==> src/rtl/pll_lq_pkg.sv <==
package pll_lq_pkg;

    typedef enum logic [1:0] {
        QS_HUNT = 2'd0,
        QS_RUN  = 2'd1,
        QS_HELD = 2'd2
    } qual_state_e;

endpackage

==> src/rtl/pll_lq_sync.sv <==
module pll_lq_sync #(
    parameter int WIDTH  = 3,
    parameter int STAGES = 2
) (
    input  logic             clk,
    input  logic             rst_n,
    input  logic [WIDTH-1:0] async_i,
    output logic [WIDTH-1:0] sync_o
);
    localparam int LAST = STAGES - 1;

    logic [WIDTH-1:0] stage_q [STAGES];

    generate
        for (genvar s = 0; s < STAGES; s++) begin : g_stage
            if (s == 0) begin : g_first
                always_ff @(posedge clk or negedge rst_n) begin
                    if (!rst_n) stage_q[s] <= '0;
                    else        stage_q[s] <= async_i;
                end
            end else begin : g_next
                always_ff @(posedge clk or negedge rst_n) begin
                    if (!rst_n) stage_q[s] <= '0;
                    else        stage_q[s] <= stage_q[s-1];
                end
            end
        end
    endgenerate

    assign sync_o = stage_q[LAST];

endmodule

==> src/rtl/pll_lq_run_fsm.sv <==
module pll_lq_run_fsm
    import pll_lq_pkg::*;
#(
    parameter int NUM_PLL    = 3,
    parameter int RUN_TARGET = 10
) (
    input  logic               clk,
    input  logic               rst_n,
    input  logic               sample_i,
    input  logic [NUM_PLL-1:0] lock_i,
    input  logic [NUM_PLL-1:0] mask_i,
    output logic               locked_o
);
    localparam int CNT_W = $clog2(RUN_TARGET + 1);
    localparam logic [CNT_W-1:0] LAST_STEP = CNT_W'(RUN_TARGET - 1);
    localparam logic [CNT_W-1:0] FULL_RUN  = CNT_W'(RUN_TARGET);

    qual_state_e      state_q, state_d;
    logic [CNT_W-1:0] cnt_q, cnt_d;
    logic             all_ok;

    assign all_ok = ((lock_i & mask_i) == mask_i);

    always_comb begin
        state_d = state_q;
        cnt_d   = cnt_q;
        if (sample_i) begin
            unique case (state_q)
                QS_HUNT, QS_RUN: begin
                    if (!all_ok) begin
                        state_d = QS_HUNT;
                        cnt_d   = '0;
                    end else if (cnt_q == LAST_STEP) begin
                        state_d = QS_HELD;
                        cnt_d   = FULL_RUN;
                    end else begin
                        state_d = QS_RUN;
                        cnt_d   = cnt_q + CNT_W'(1);
                    end
                end
                QS_HELD: begin
                    if (!all_ok) begin
                        state_d = QS_HUNT;
                        cnt_d   = '0;
                    end
                end
                default: begin
                    state_d = QS_HUNT;
                    cnt_d   = '0;
                end
            endcase
        end
    end

    always_ff @(posedge clk or negedge rst_n) begin
        if (!rst_n) begin
            state_q <= QS_HUNT;
            cnt_q   <= '0;
        end else begin
            state_q <= state_d;
            cnt_q   <= cnt_d;
        end
    end

    always_comb begin
        locked_o = (state_q == QS_HELD);
    end


    drop_on_miss_chk: assert property (@(posedge clk) disable iff (!rst_n)
        (sample_i && !all_ok) |=> !locked_o);


    rise_needs_good_chk: assert property (@(posedge clk) disable iff (!rst_n)
        $rose(locked_o) |-> $past(sample_i && all_ok));


    cnt_bound_chk: assert property (@(posedge clk) disable iff (!rst_n)
        cnt_q <= FULL_RUN);


    cnt_hold_chk: assert property (@(posedge clk) disable iff (!rst_n)
        !sample_i |=> $stable(cnt_q));


    held_full_chk: assert property (@(posedge clk) disable iff (!rst_n)
        locked_o |-> (cnt_q == FULL_RUN));

endmodule

==> src/rtl/pll_lq_loss_bank.sv <==
module pll_lq_loss_bank #(
    parameter int NUM_PLL = 3
) (
    input  logic               clk,
    input  logic               rst_n,
    input  logic [NUM_PLL-1:0] lock_i,
    input  logic               clr_we_i,
    input  logic [NUM_PLL-1:0] clr_data_i,
    output logic [NUM_PLL-1:0] lost_o
);
    logic [NUM_PLL-1:0] prev_q;
    logic [NUM_PLL-1:0] lost_q;
    logic [NUM_PLL-1:0] fall_ev;
    logic [NUM_PLL-1:0] clr_req;

    assign fall_ev = prev_q & ~lock_i;
    assign clr_req = clr_we_i ? clr_data_i : '0;

    generate
        for (genvar i = 0; i < NUM_PLL; i++) begin : g_flag
            always_ff @(posedge clk or negedge rst_n) begin
                if (!rst_n) begin
                    prev_q[i] <= 1'b0;
                    lost_q[i] <= 1'b0;
                end else begin
                    prev_q[i] <= lock_i[i];
                    if (fall_ev[i])      lost_q[i] <= 1'b1;
                    else if (clr_req[i]) lost_q[i] <= 1'b0;
                end
            end
        end
    endgenerate

    assign lost_o = lost_q;


    lost_set_chk: assert property (@(posedge clk) disable iff (!rst_n)
        1'b1 |=> ((lost_o & $past(prev_q & ~lock_i)) == $past(prev_q & ~lock_i)));


    lost_clear_chk: assert property (@(posedge clk) disable iff (!rst_n)
        clr_we_i |=> ((lost_o & $past(clr_data_i & ~(prev_q & ~lock_i))) == '0));


    lost_keep_chk: assert property (@(posedge clk) disable iff (!rst_n)
        1'b1 |=> ((~lost_o & $past(lost_o & ~(clr_we_i ? clr_data_i : '0))) == '0));

endmodule

==> src/rtl/pll_lock_qualifier.sv <==
module pll_lock_qualifier #(
    parameter int NUM_PLL     = 3,
    parameter int RUN_TARGET  = 10,
    parameter int SYNC_STAGES = 2
) (
    input  logic               clk,
    input  logic               rst_n,
    input  logic [NUM_PLL-1:0] lock_raw_i,
    input  logic               sample_i,
    input  logic [NUM_PLL-1:0] lock_mask_i,
    input  logic               clr_we_i,
    input  logic [NUM_PLL-1:0] clr_data_i,
    output logic               locked_o,
    output logic [NUM_PLL-1:0] lock_sync_o,
    output logic [NUM_PLL-1:0] lost_o
);
    logic [NUM_PLL-1:0] lock_sync;

    pll_lq_sync #(
        .WIDTH  (NUM_PLL),
        .STAGES (SYNC_STAGES)
    ) u_sync (
        .clk     (clk),
        .rst_n   (rst_n),
        .async_i (lock_raw_i),
        .sync_o  (lock_sync)
    );

    pll_lq_run_fsm #(
        .NUM_PLL    (NUM_PLL),
        .RUN_TARGET (RUN_TARGET)
    ) u_fsm (
        .clk      (clk),
        .rst_n    (rst_n),
        .sample_i (sample_i),
        .lock_i   (lock_sync),
        .mask_i   (lock_mask_i),
        .locked_o (locked_o)
    );

    pll_lq_loss_bank #(
        .NUM_PLL (NUM_PLL)
    ) u_loss (
        .clk        (clk),
        .rst_n      (rst_n),
        .lock_i     (lock_sync),
        .clr_we_i   (clr_we_i),
        .clr_data_i (clr_data_i),
        .lost_o     (lost_o)
    );

    assign lock_sync_o = lock_sync;


    lock_needs_mask_chk: assert property (@(posedge clk) disable iff (!rst_n)
        (locked_o && sample_i && ((lock_sync & lock_mask_i) != lock_mask_i)) |=> !locked_o);

endmodule

==> config.mk <==
export PLATFORM = sky130hd
export DESIGN_NAME = pll_lock_qualifier
export DESIGN_NICKNAME = d
export VERILOG_FILES = /design/src/rtl/pll_lq_pkg.sv /design/src/rtl/pll_lq_sync.sv /design/src/rtl/pll_lq_run_fsm.sv /design/src/rtl/pll_lq_loss_bank.sv /design/src/rtl/pll_lock_qualifier.sv
export SDC_FILE = /design/constraint.sdc
export NUM_CORES = 1
export LEC_CHECK = 0
export CAP_MARGIN = 20
export CORE_MARGIN = 3
export CORE_UTILIZATION = 52
export DETAILED_ROUTE_END_ITERATION = 6
export DONT_BUFFER_PORTS = 1
export PLACE_DENSITY = 0.7
export SLEW_MARGIN = 20
export SYNTH_ARGS = -nofsm -noshare
export SYNTH_HDL_FRONTEND = slang
export SYNTH_SLANG_ARGS = --single-unit
export TNS_END_PERCENT = 100
==> constraint.sdc <==
create_clock -name clk -period 1.3 [get_ports clk]
set_input_delay 0.065 -clock clk [delete_from_list [all_inputs] [get_ports clk]]
set_output_delay 0.065 -clock clk [all_outputs]
set_load 0.05 [all_outputs]
== After elaboration in Yosys (flattened, before gate mapping) ==
Index checks and enable logic that the tools add are counted.

* Flip-flop bits (word level): 18
* Bits in latches: 0
* Memory bits (writable): 0
* ROM bits: 0
* Input bits: 13
* Output and inout bits: 7
* Word-level logic and storage cells: 40
* Memories: 0

* Add/sub/neg operators: 1
* Multiply operators: 0
* Div/mod/pow operators: 0
* $lt $le $gt $ge: 0
* Eq/ne operators: 5
* Shifts and indexed selects: 0
* Mux-type cells: 15
* Bitwise logic cells: 3
* Reductions and logical operators: 6

{| class="wikitable"
|+ Operator list
! kind !! number
|-
| two-way mux 4 bit || 3
|-
| case mux 4 bit (2 select lines) || 1
|-
| AND 3 bit || 2
|-
| two-way mux 1 bit || 6
|-
| two-way mux 2 bit || 3
|-
| nonzero test 2 bit || 3
|-
| adder 4 x 1 -> 4 bit, second input constant || 1
|-
| == test 4 bit, second input constant || 1
|-
| case mux 2 bit (2 select lines) || 1
|-
| == test 3 bit || 1
|-
| two-way mux 3 bit || 1
|-
| NOT 3 bit || 1
|-
| == test 2 x 1 -> 1 bit, second input constant || 1
|-
| == test 2 bit, second input constant || 1
|-
| logical NOT 2 bit || 1
|-
| != test 2 bit, second input constant || 1
|-
| AND reduction 2 bit || 1
|-
| OR reduction 2 bit || 1
|}

== Logic depth before layout (Yosys ltp) ==
Gate-level depths: netlist of the first run.

* Depth after elaboration: 4
* Depth in mapped cells: 6
* Depth with buffers taken out: 6

== Cells and area by module ==
From an unflattened synthesis of the first run, not the netlist that was laid out.

* Cell total of the unflattened synthesis: 59
* Area, all modules: 730.7 um2

{| class="wikitable"
|+ Modules (own cells, without submodules)
! module !! times used !! cells each !! area each (um2) !! seq. area each (um2)
|-
| pll_lq_run_fsm || 1 || 35 || 359.1 || 150.1
|-
| pll_lq_loss_bank || 1 || 15 || 198.9 || 150.1
|-
| pll_lq_sync || 1 || 9 || 172.7 || 150.1
|}

== Worst setup path after synthesis of the first run ==
OpenSTA, ideal clock, no wires.

* Path kind: register to register
* From: register u_sync.stage_q, in the netlist u_sync.sync_o[1]
* To: register u_fsm.cnt_q[0]
* Library setup time: 74 ps
* Data arrival time: 1248 ps
* Data required time: 1226 ps
* Setup slack: -22 ps
* Stages on the path, launching flop included: 5
* Buffers on the path: 0
* Period minus slack after synthesis: 1322 ps
* Cell sequence: dfrtp_1 -> nor2b_1 -> or4_4 -> o21bai_4 -> o21ai_2

* Cells in the longest elaborated chain, start to end: 4
* Elaborated cells on any way between the ends: 6
* Classes of those cells: 2 x eq/ne; 2 x mux; 1 x bitwise; 1 x reduce/logical

{| class="wikitable"
|+ RTL lines
! element !! line !! RTL
|-
| start, declared || pll_lq_sync.sv:12 || <nowiki>logic [WIDTH-1:0] stage_q [STAGES];</nowiki>
|-
| start signal, assigned by index || pll_lq_sync.sv:24 || <nowiki>else stage_q[s] <= stage_q[s-1];</nowiki>
|-
| AND 3 bit * || pll_lq_run_fsm.sv:22 || <nowiki>assign all_ok = ((lock_i & mask_i) == mask_i);</nowiki>
|-
| == test 3 bit * || pll_lq_run_fsm.sv:22 ||
|-
| two-way mux 4 bit / != test 2 bit (equally long branches) || n/a ||
|-
| case mux 4 bit (2 select lines) / AND reduction 2 bit (equally long branches) || n/a ||
|-
| end signal, assigned || pll_lq_run_fsm.sv:61 || <nowiki>cnt_q <= cnt_d;</nowiki>
|-
| end, declared || pll_lq_run_fsm.sv:19 || <nowiki>logic [CNT_W-1:0] cnt_q, cnt_d;</nowiki>
|}

Mark *: on every way between the ends. The rest lies on a longest branch, timed or not.
A chain may end at the register's enable or synchronous reset.

== Final worst setup path of the first run ==
Ends and elaborated chain as after synthesis.

==> results of run 1 <==
==> what timing repair did <==
item,4_1_cts,5_1_grt
hold endpoints to repair,26,0
resized for setup,5,1
pin swaps,0,1
hold buffers,9,0
endpoints found under the setup margin,7,7
setup buffers,1,1
==> worst max-delay path by stage <==
stage	startpoint	endpoint	slack (ns)	cells past startpoint
detailed placement	u_fsm.state_q[0]$_DFFE_PN0P_	u_fsm.cnt_q[1]$_DFFE_PN0P_	-0.09	5
CTS	u_sync.sync_o[1]$_DFF_PN0_	u_fsm.cnt_q[0]$_DFFE_PN0P_	-0.11	4
global placement	u_fsm.state_q[1]$_DFFE_PN0P_	u_fsm.cnt_q[0]$_DFFE_PN0P_	-0.04	4
floorplan	u_sync.sync_o[1]$_DFF_PN0_	u_fsm.cnt_q[0]$_DFFE_PN0P_	-0.02	4
global route	u_sync.sync_o[1]$_DFF_PN0_	u_fsm.cnt_q[2]$_DFFE_PN0P_	-0.17	4
finish	u_sync.sync_o[1]$_DFF_PN0_	u_fsm.cnt_q[0]$_DFFE_PN0P_	-0.11	4
==> layout make-up <==
cell class / count / area share
Clock buffer: 4 / 0.0374
Inverter: 6 / 0.0271
Multi-Input combinational cell: 35 / 0.268
Sequential cell: 18 / 0.464
Tap cell: 14 / 0.0180
Timing Repair Buffer: 21 / 0.186
==> layer usage <==
layer	track usage	vias to the layer above	wire length (um)
met5	0	-	0
met4	0.0843	0	37
met3	0.0381	4	86
met2	0.319	19	739
met1	0.203	238	582
li1	-	244	-
==> kinds of logic (layout without fill, tap and decap cells) <==
| family | after synthesis | in the layout | synth area share |
|---|---|---|---|
| compound gates | 12 | 12 | 0.133 |
| xor+xnor | 1 | 1 | 0.0121 |
| fa+ha+maj | 2 | 2 | 0.0346 |
| buf+inv | 9 | 31 | 0.0623 |
| flops | 18 | 18 | 0.623 |
| simple gates | 20 | 20 | 0.135 |
==> worst register-to-register path, delay by kind of cell, from the launching register on <==
kind,cells,cell delay (ns)
AO/OA/AOI/OAI,2,0.32
flip-flops,1,0.40
AND/OR/NAND/NOR,2,0.63
==> cells in the mapped netlist <==
master    number  share of area
nand2b_1       2          0.017
o21bai_4       1          0.026
inv_1          6          0.031
a21o_1         1          0.010
o41ai_2        1          0.022
nand2_1       12          0.062
ha_1           2          0.035
o31ai_1        1          0.010
nand3_1        1         0.0069
nor3_1         1         0.0069
o21bai_1       1          0.010
buf_4          3          0.031
o21ai_1        1         0.0069
xor2_1         1          0.012
dfrtp_1       18           0.62
o21ai_2        1          0.012
or4_4          1          0.016
nor2b_1        3          0.026
o21ai_0        5          0.035
==> sequential cells by signal, indices dropped and copies added (netlist names) <==
| name | count |
|---|---|
| u_sync.sync_o | 3 |
| u_loss.prev_q | 3 |
| u_fsm.state_q | 2 |
| u_fsm.cnt_q | 4 |
| u_sync.stage_q | 3 |
| u_loss.lost_o | 3 |
==> power breakdown <==
part | total, mW | internal, mW | leakage [nW] | switching (mW)
clock network | 0.339 | 0.170 | 0.0210 | 0.169
logic | 0.197 | 0.0811 | 0.218 | 0.115
registers | 0.628 | 0.597 | 0.219 | 0.0304
total | 1.16 | 0.849 | 0.459 | 0.315
==> layout by cell type (no fill, tap or decap), drive strengths merged <==
master	n
nand2b	2
nand2	12
ha	2
xor2	1
nor2b	3
dlygate4sd3	9
clkbuf	4
or4	1
dfrtp	18
inv	5
o31ai	1
nand3	1
clkinvlp	1
buf	12
a21o	1
o21ai	7
o21bai	2
nor3	1
o41ai	1
==> metrics by stage <==
stage | utilization | cell area [sq um] | setup slack (ns) | std cells
after floorplan | - | 723 | -0.0218 | 62
after global placement | 0.660 | 793 | -0.0423 | 83
after detailed placement | 0.660 | 793 | -0.0858 | 83
after CTS | 0.799 | 960 | -0.112 | 97
after global routing | 0.808 | 971 | -0.169 | 98
final | 0.808 | 971 | -0.113 | 98
==> metrics.md, run 1 <==
| Metric | Value |
|---|---|
| Detailed router's first-iteration violation count | 10 |
| Total of buffers placed on input and output ports | 0 |
| Total I/O pin count | 20 |
| Wire length of the first global-routing pass | roughly 2400 um |
| Final worst path period need | 1.41 ns |
| Global routing usage summed across all routing layers | 0.181 |
| Number of setup violations in the final report | 7 |
| Summed negative setup slack over all endpoints | -0.388 ns |
| Worst R2R Start | u_sync.sync_o[1]$_DFF_PN0_ |
| Total design power | 1.16 mW |
| Die boundary width | 43.3 um |
| Average via count per standard cell | ~5.2 |
| Synthesis-stage register bit count | 18 |
| Clock skew after layout | 0.00735 ns |
| CTS Root Buffer Type | clkbuf_4 |
| Detailed Route WL | 1450 um |
| Cell with the biggest individual delay on the critical path | or4_4 |
| Fraction of layout instances using a drive strength above 1 | 0.298 |
| Synth Net Count | 77 |
| WP data required | roughly 1.5 ns |
| Portion of the post-synthesis area used by sequential elements | 0.623 |
| Initial cell density of the core | 0.602 |
| Max Fclk | roughly 700 MHz |
| Kind of cell adding the most delay to the critical path | simple AND/OR/NAND/NOR gates |
| Crit share post-route | 1.09 |
| Terminus of the critical flop-to-flop path | u_fsm.cnt_q[0]$_DFFE_PN0P_ |
| Yosys warns | 0 |
| Classification of the worst setup path | reg2reg |
| Antenna violations before repair | 0 |
| Leakage power summed over all cells | roughly 0.46 nW |
| Bufs and invs on worst path | 0 |
| Worst Setup End Kind | register |
| Worst stage delay on the critical path | 0.57 ns |
| Synth cell types | 19 |
| Unrepaired setup endpoints after global routing | yes |
| Deepest clock path buffer count | 2 |
| Pin count of the biggest net entering global routing | 19 |
| Growth of design area from synthesis to finish | 34.3% |
| Total clock buffers created by CTS | 3 |
| Clock insertion delay at the later pin of the skew report | 0.29 ns |
| Synthesized area | approximately 720 sq um |
| Final hold violation count | 0 |
| FF-to-FF setup slack | -0.11 ns |
| Violations in the final reports | setup timing |
| Max cap viols | 0 |
| Row count | 12 |
| Routed wire per std cell | about 15 um |
| Setup crit start kind | register |
| Half-perimeter wire length after detailed placement | 968 um |
| Worst relative slew slack | 0.499 |
| Status | complete, but fails checks |
| Number of nets in the layout | 100 |
| PnR worst setup slack | -0.113 ns |
| Clock sink count | 18 |
| CTS H-tree lvls | 1 |
| Worst hold path startpoint | sample_i |
| Via count of the first global-routing pass | 547 |
| Antenna Diode Count | 0 |
| Detailed-route DRC error count | 0 |
| TritonCTS clock tree | yes |
| Slew @ Worst Pin | 0.748 ns |
| Fill count | 67 |
| Seq. cell area | approximately 450 sq um |
| Drt first pass iters | 4 |
| Maximum fanout along the worst path | 6 |
| Worst Reg-to-Reg Cells | 4 |
| Multi-input logic area | 260 sq um |
| Min-Delay Endpoint | u_fsm.cnt_q[1]$_DFFE_PN0P_ |
| Clock transition time at the flip-flop clock pins of the worst setup and hold paths | 0.11 ns |
| Synthesized instance count | 62 |
| Core ar. | 0.00120 sq mm |
| Final ANT Viol Nets | 0 |
| Final RePlAce weighted congestion | 0.822 |
| Max VDD drop | 0.931 mV |
| Arrival time reported for the critical path endpoint | 1.63 ns |
| Areal power density over the cells | between 1000 and 1500 mW/mm^2 |
| Die Outline Area | 0.00187 sq mm |
| Worst path cell trace | nor2b_2 -> or4_4 -> o21bai_4 -> o21ai_2 |
| Total overflow reported by the global router | 0 |
| Hold-critical path depth | 3 |
| DIE HEIGHT | between 40 and 50 um |
| Total vias in the final route | about 510 |
| Hold WS | 0.0580 ns |
| Mapped Avg Cell Area | 11.7 sq um |
| Max-slew violations | 0 |
| Class of the most critical hold timing path | in2reg |
No activity file was read; power rests on OpenSTA's default activity.
==> inputs of run 2 (changes only) <==
SETUP_SLACK_MARGIN = 0.3   (was default)
==> run 2 against run 1 <==
Sequential power about the same. Highest routed layer unchanged. The flow still finishes with violations (setup timing). Wire length rose by 17%. Maximum frequency decreased by 0.44%. Utilization increased by 4.0 points. Via count grew 10%. Sequential cell count is the same. Clock skew shrank 0.0012 ns. Non-clock buffer count grew 2. Final cell count grew 2.0%. Global-route usage up 1.3 points. First-iteration DRC count grew to 2.9 times the previous value. Total power increased by 2.2%.
==> metrics.md, run 2 (same netlist as run 1, synthesis figures left out) <==
| Metric | Value |
|---|---|
| Status | complete, but fails checks (unchanged) |
| Violations in the final reports | setup timing (unchanged) |
| Final RePlAce weighted congestion | 0.759 (was 0.822) |
| Terminus of the critical flop-to-flop path | u_fsm.cnt_q[0]$_DFFE_PN0P_ (unchanged) |
| Standard cell area after detailed placement | 793 sq um (unchanged) |
| Drt first pass iters | 4 (unchanged) |
| Core utilization of the finished layout | 0.848 (was 0.808) |
| Clock skew after layout | 0.00616 ns (was 0.00735 ns) |
| Arrival time reported for the critical path endpoint | 1.63 ns (about the same) |
| Fraction of layout instances using a drive strength above 1 | 0.337 (was 0.298) |
| Antenna violations before repair | 0 (unchanged) |
| Summed negative setup slack over all endpoints | -0.472 ns (was -0.388 ns) |
| TritonCTS clock tree | yes (unchanged) |
| Die Outline Area | 0.00187 sq mm (unchanged) |
| Total vias in the final route | 557 (was 505) |
| Total overflow reported by the global router | 0 (unchanged) |
| Total clock buffers created by CTS | 3 (unchanged) |
| Maximum fanout along the worst path | 6 (unchanged) |
| Commonest non-fill, non-tap cells in the layout | dfrtp_1, nand2_1, buf_4 (unchanged) |
| Final ANT Viol Nets | 0 (unchanged) |
| Antenna Diode Count | 0 (unchanged) |
| Wire length of the first global-routing pass | 2530 um (was 2450 um) |
| Register ranked first by flip-flop count | u_fsm.cnt_q (unchanged) |
| Deepest clock path buffer count | 2 (unchanged) |
| Setup crit start kind | register (unchanged) |
| Clock insertion delay at the later pin of the skew report | 0.29 ns (about the same) |
| Total I/O pin count | 20 (unchanged) |
| Worst relative slew slack | 0.482 (was 0.499) |
| Slew @ Worst Pin | 0.775 ns (was 0.748 ns) |
| Row count | 12 (unchanged) |
| Area of all placed cells without fillers | 0.00102 sq mm (was 971 sq um) |
| Classification of the worst setup path | reg2reg (unchanged) |
| Half-perimeter wire length after detailed placement | 891 um (was 968 um) |
| CTS H-tree lvls | 1 (unchanged) |
| Worst R2R Start | u_sync.sync_o[1]$_DFF_PN0_ (unchanged) |
| Max VDD drop | 0.998 mV (was 0.931 mV) |
| Areal power density over the cells | 1170 mW/mm^2 (was 1200 mW/mm^2) |
| Total of buffers placed on input and output ports | 0 (unchanged) |
| Routed wire per std cell | 17.0 um (was 14.7 um) |
| Max cap viols | 0 (unchanged) |
| Growth of design area from synthesis to finish | 40.8% (was 34.3%) |
| Cell with the biggest individual delay on the critical path | or4_4 (unchanged) |
| Final hold violation count | 0 (unchanged) |
| Worst Setup End Kind | register (unchanged) |
| Most frequent standard cell in the layout excluding fill and tap cells | dfrtp_1 (unchanged) |
| Number of instances in the placed design | 83 (unchanged) |
| Worst hold path startpoint | sample_i (unchanged) |
| Max Fclk | 705 MHz (was 708 MHz) |
| Leakage power summed over all cells | 0.481 nW (was 0.459 nW) |
| Via count of the first global-routing pass | 533 (was 547) |
| Kind of cell adding the most delay to the critical path | simple AND/OR/NAND/NOR gates (unchanged) |
| Worst stage delay on the critical path | 0.58 ns (was 0.57 ns) |
| DIE HEIGHT | 43.3 um (unchanged) |
| Clock sink count | 18 (unchanged) |
| Die boundary width | 43.3 um (unchanged) |
| Unrepaired setup endpoints after global routing | yes (unchanged) |
| Final worst path period need | 1.42 ns (was 1.41 ns) |
| Hold-critical path depth | 3 (unchanged) |
| Detailed Route WL | 1700 um (was 1450 um) |
| Detailed router's first-iteration violation count | 29 (was 10) |
| Bufs and invs on worst path | 0 (unchanged) |
| Min-Delay Endpoint | u_fsm.cnt_q[2]$_DFFE_PN0P_ (was u_fsm.cnt_q[1]$_DFFE_PN0P_) |
| Flip-flop count of the largest register after layout | 4 (unchanged) |
| Max-slew violations | 0 (unchanged) |
| Number of setup violations in the final report | 6 (was 7) |
| Number of nets in the layout | 102 (was 100) |
| Hold WS | 0.0557 ns (was 0.0580 ns) |
| Core ar. | 0.00120 sq mm (unchanged) |
| Startpoint of the worst setup timing path | u_sync.sync_o[1]$_DFF_PN0_ (unchanged) |
| Class of the most critical hold timing path | in2reg (unchanged) |
| CTS Root Buffer Type | clkbuf_4 (unchanged) |
| Worst path cell trace | nor2b_2 -> or4_4 -> o21bai_4 -> o21ai_2 (unchanged) |
| Worst Reg-to-Reg Cells | 4 (unchanged) |
| Pin count of the biggest net entering global routing | 19 (unchanged) |
| Initial cell density of the core | 0.602 (unchanged) |
| Global routing usage summed across all routing layers | 0.194 (was 0.181) |
| Average via count per standard cell | 5.57 (was 5.15) |
| WP data required | 1.51 ns (was 1.52 ns) |
| Detailed-route DRC error count | 0 (unchanged) |
| Final instance count without filler cells | 100 (was 98) |
| Crit share post-route | 1.09 (about the same) |
| FF-to-FF setup slack | -0.12 ns (was -0.11 ns) |
| Clock transition time at the flip-flop clock pins of the worst setup and hold paths | 0.10 ns (was 0.11 ns) |
| PnR worst setup slack | -0.119 ns (was -0.113 ns) |
run 2: worst register-to-register path, stage by stage, from the launching register on:
cell and delay [ns]:
dfrtp_1 0.39, nor2b_2 0.06, or4_4 0.58, o21bai_4 0.21, o21ai_2 0.12
run 2: cell type report:
class / instances / area, sq um
repair buffers: 23 / 219
inverters: 6 / 26.3
clock buffers: 4 / 36.3
fillers: 53 / 183
well taps: 14 / 17.5
flip-flops and latches: 18 / 450
multi-input cells: 35 / 269
run 2: timing repair:
item,in CTS,in global routing
pin swaps,1,2
resized for setup,8,9
hold buffers,9,0
setup endpoints to repair,7,9
cloned,0,0
setup buffers,3,1
endpoints found under the hold margin,25,0
run 2: power breakdown:
group	switching, mW	leakage (nW)	internal [mW]
clock	0.165	0.0210	0.170
sequential	0.0314	0.219	0.598
combinational	0.130	0.241	0.0955
run 2: per-layer routing:
| layer | vias to the layer above | track usage | part of all wire | wire [um] |
|---|---|---|---|---|
| met4 | 0 | 0.102 | 0.031 | 53 |
| met1 | 261 | 0.218 | 0.39 | 657 |
| met2 | 33 | 0.304 | 0.49 | 834 |
| li1 | 252 | - | - | - |
| met3 | 11 | 0.0890 | 0.090 | 152 |
| met5 | - | 0 | 0 | 0 |
run 2: stage by stage:
| stage | worst slack (ns) | total power, mW |
|---|---|---|
| after floorplan | -0.0215 | 0.744 |
| after global placement | -0.0414 | 0.781 |
| after detailed placement | -0.0848 | 0.788 |
| after CTS | -0.0857 | 1.17 |
| after global routing | -0.187 | 1.25 |
| final | -0.119 | 1.19 |
run 2: worst max path at each step:
stage          cells past startpoint  slack [ns]                            to
6_report                           4       -0.12    u_fsm.cnt_q[0]$_DFFE_PN0P_
4_1_cts                            4       -0.09    u_fsm.cnt_q[0]$_DFFE_PN0P_
3_5_place_dp                       5       -0.08    u_fsm.cnt_q[1]$_DFFE_PN0P_
2_1_floorplan                      4       -0.02    u_fsm.cnt_q[0]$_DFFE_PN0P_
5_1_grt                            4       -0.19  u_fsm.state_q[0]$_DFFE_PN0P_
3_3_place_gp                       4       -0.04    u_fsm.cnt_q[0]$_DFFE_PN0P_
==> inputs of run 3 (changes only) <==
GPL_TIMING_DRIVEN = 0   (was default)
==> run 3 against run 2 <==
The run still ends with setup timing left. Combinational power shrank 30%. Final area shrank 3.1%. Non-clock buffer count shrank 4.
==> metrics.md, run 3 (same netlist as run 1, synthesis figures left out) <==
| Metric | Value |
|---|---|
| Total I/O pin count | 20 (unchanged) |
| Routed wire per std cell | 14.3 um (was 17.0 um) |
| Total vias in the final route | 502 (was 557) |
| CTS H-tree lvls | 1 (unchanged) |
| Clock insertion delay at the later pin of the skew report | 0.30 ns (was 0.29 ns) |
| Worst hold path startpoint | sample_i (unchanged) |
| Global routing usage summed across all routing layers | 0.178 (was 0.194) |
| Slew @ Worst Pin | 0.782 ns (was 0.775 ns) |
| Row count | 12 (unchanged) |
| Die Outline Area | 0.00187 sq mm (unchanged) |
| Number of setup violations in the final report | 5 (was 6) |
| Maximum fanout along the worst path | 6 (unchanged) |
| Violations in the final reports | setup timing (unchanged) |
| Max VDD drop | 0.838 mV (was 0.998 mV) |
| Max Fclk | 724 MHz (was 705 MHz) |
| Unrepaired setup endpoints after global routing | yes (unchanged) |
| DIE HEIGHT | 43.3 um (unchanged) |
| Deepest clock path buffer count | 2 (unchanged) |
| Clock skew after layout | 0.0100 ns (was 0.00616 ns) |
| Fill count | 60 (was 53) |
| Number of nets in the layout | 98 (was 102) |
| Worst Setup End Kind | register (unchanged) |
| Detailed router's first-iteration violation count | 8 (was 29) |
| TritonCTS clock tree | yes (unchanged) |
| Commonest non-fill, non-tap cells in the layout | dfrtp_1, nand2_1, dlygate4sd3_1 (was dfrtp_1, nand2_1, buf_4) |
| Startpoint of the worst setup timing path | u_sync.sync_o[0]$_DFF_PN0_ (was u_sync.sync_o[1]$_DFF_PN0_) |
| Proportion of power drawn by combinational gates | 0.135 (was 0.189) |
| Worst path cell trace | nor2b_2 -> or4_4 -> o21bai_4 -> o21ai_2 (unchanged) |
| PnR worst setup slack | -0.0811 ns (was -0.119 ns) |
| Net switching fraction of the power | 0.271 (was 0.274) |
| Detailed Route WL | 1370 um (was 1700 um) |
| WP data required | 1.54 ns (was 1.51 ns) |
| Power dissipated by switching net loads | 0.315 mW (was 0.326 mW) |
| Half-perimeter wire length after detailed placement | 777 um (was 891 um) |
| Clock power share | 0.293 (was 0.282) |
| Worst relative slew slack | 0.477 (was 0.482) |
| Worst stage delay on the critical path | 0.56 ns (was 0.58 ns) |
| Pre-CTS worst setup slack | -0.182 ns (was -0.0848 ns) |
| Total overflow reported by the global router | 0 (unchanged) |
| Area of all placed cells without fillers | 987 sq um (was 0.00102 sq mm) |
| Growth of design area from synthesis to finish | 36.5% (was 40.8%) |
| Antenna violations before repair | 0 (unchanged) |
| Total of buffers placed on input and output ports | 0 (unchanged) |
| Arrival time reported for the critical path endpoint | 1.62 ns (was 1.63 ns) |
| CTS Root Buffer Type | clkbuf_4 (unchanged) |
| Average via count per standard cell | 5.23 (was 5.57) |
| Core ar. | 0.00120 sq mm (unchanged) |
| Flip-flop count of the largest register after layout | 4 (unchanged) |
| Cell with the biggest individual delay on the critical path | or4_4 (unchanged) |
| Kind of cell adding the most delay to the critical path | simple AND/OR/NAND/NOR gates (unchanged) |
| Class of the most critical hold timing path | in2reg (unchanged) |
| Summed negative setup slack over all endpoints | -0.244 ns (was -0.472 ns) |
| Drt first pass iters | 3 (was 4) |
| Die boundary width | 43.3 um (unchanged) |
| Total clock buffers created by CTS | 3 (unchanged) |
| Fraction of layout instances using a drive strength above 1 | 0.305 (was 0.337) |
| Crit share post-route | 1.06 (was 1.09) |
| Setup crit start kind | register (unchanged) |
| Multi-input logic area | 255 sq um (was 269 sq um) |
| Areal power density over the cells | 1180 mW/mm^2 (was 1170 mW/mm^2) |
| Pin count of the biggest net entering global routing | 19 (unchanged) |
| Standard cell area after detailed placement | 741 sq um (was 793 sq um) |
| Via count of the first global-routing pass | 507 (was 533) |
| Leakage power summed over all cells | 0.461 nW (was 0.481 nW) |
| Clock sink count | 18 (unchanged) |
| Classification of the worst setup path | reg2reg (unchanged) |
| Max cap viols | 0 (unchanged) |
| Worst R2R Start | u_sync.sync_o[0]$_DFF_PN0_ (was u_sync.sync_o[1]$_DFF_PN0_) |
| Final hold violation count | 0 (unchanged) |
| Total design power | 1.16 mW (was 1.19 mW) |
| Detailed-route DRC error count | 0 (unchanged) |
| Final RePlAce weighted congestion | 0.762 (was 0.759) |
| Antenna Diode Count | 0 (unchanged) |
| Final worst path period need | 1.38 ns (was 1.42 ns) |
| Max-slew violations | 0 (unchanged) |
| Wire length of the first global-routing pass | 2350 um (was 2530 um) |
| Initial cell density of the core | 0.602 (unchanged) |
| Clock transition time at the flip-flop clock pins of the worst setup and hold paths | 0.10 ns (about the same) |
| Bufs and invs on worst path | 0 (unchanged) |
| Status | complete, but fails checks (unchanged) |
| Seq. cell area | 453 sq um (was 450 sq um) |
| Most frequent standard cell in the layout excluding fill and tap cells | dfrtp_1 (unchanged) |
| Internal power | 0.849 mW (was 0.863 mW) |
| Register ranked first by flip-flop count | u_fsm.cnt_q (unchanged) |
| Final ANT Viol Nets | 0 (unchanged) |
| Sequential share of power | 0.572 (was 0.529) |
## run 3: area by class of cell
type / instances / share of cell area
flip-flops and latches: 18 / 0.459
multi-input cells: 35 / 0.259
repair buffers: 16 / 0.156
plain buffers: 3 / 0.0456
clock buffers: 4 / 0.0368
inverters: 6 / 0.0266
well taps: 14 / 0.0177
## run 3: metrics by stage
step / hold WS [ns] / util / instances
after floorplan: -0.231 / - / 62
after global routing: 0.107 / 0.822 / 96
after global placement: -0.230 / 0.617 / 76
after detailed placement: -0.230 / 0.617 / 76
after CTS: 0.0574 / 0.808 / 95
final: 0.0692 / 0.822 / 96
## run 3: worst register-to-register path: cells and delay by family (launching register included)
kind	cells	cell delay [ns]
compound gates	2	0.30
flops	1	0.39
simple gates	2	0.63
## run 3: what timing repair did
item                                    in CTS  in global routing
endpoints found under the setup margin      10                 12
resized for setup                           16                  3
cloned                                       0                  0
setup buffers                                6                  1
hold buffers                                 9                  0
endpoints found under the hold margin       29                  0
pin swaps                                    3                  1
## run 3: path summary, 6_finish.rpt
check                                               endpoint  slack, ns  cells after the start
worst max-delay path              u_fsm.cnt_q[0]$_DFFE_PN0P_      -0.08                      4
worst min-delay path            u_fsm.state_q[1]$_DFFE_PN0P_       0.07                      3
worst max register to register    u_fsm.cnt_q[0]$_DFFE_PN0P_      -0.08                      4
worst min register to register    u_sync.sync_o[1]$_DFF_PN0_       0.36                      0
max in group asynchronous       u_loss.lost_o[0]$_DFFE_PN0P_       0.48                      1
min in group asynchronous       u_loss.lost_o[2]$_DFFE_PN0P_       0.28                      1
## run 3: power by group through the flow
stage	logic, mW	registers [mW]	clock network (mW)
2_1_floorplan	0.0750	0.669	0
3_3_place_gp	0.0822	0.674	0
3_5_place_dp	0.0849	0.676	0
4_1_cts	0.151	0.664	0.353
5_1_grt	0.174	0.672	0.378
6_report	0.157	0.667	0.341
## run 3: layer usage
layer	GRT usage	share of wire	vias to the layer above
met3	0.0678	0.073	5
li1	-	-	238
met5	0	0	-
met2	0.286	0.49	18
met1	0.210	0.42	241
met4	0.0723	0.019	0
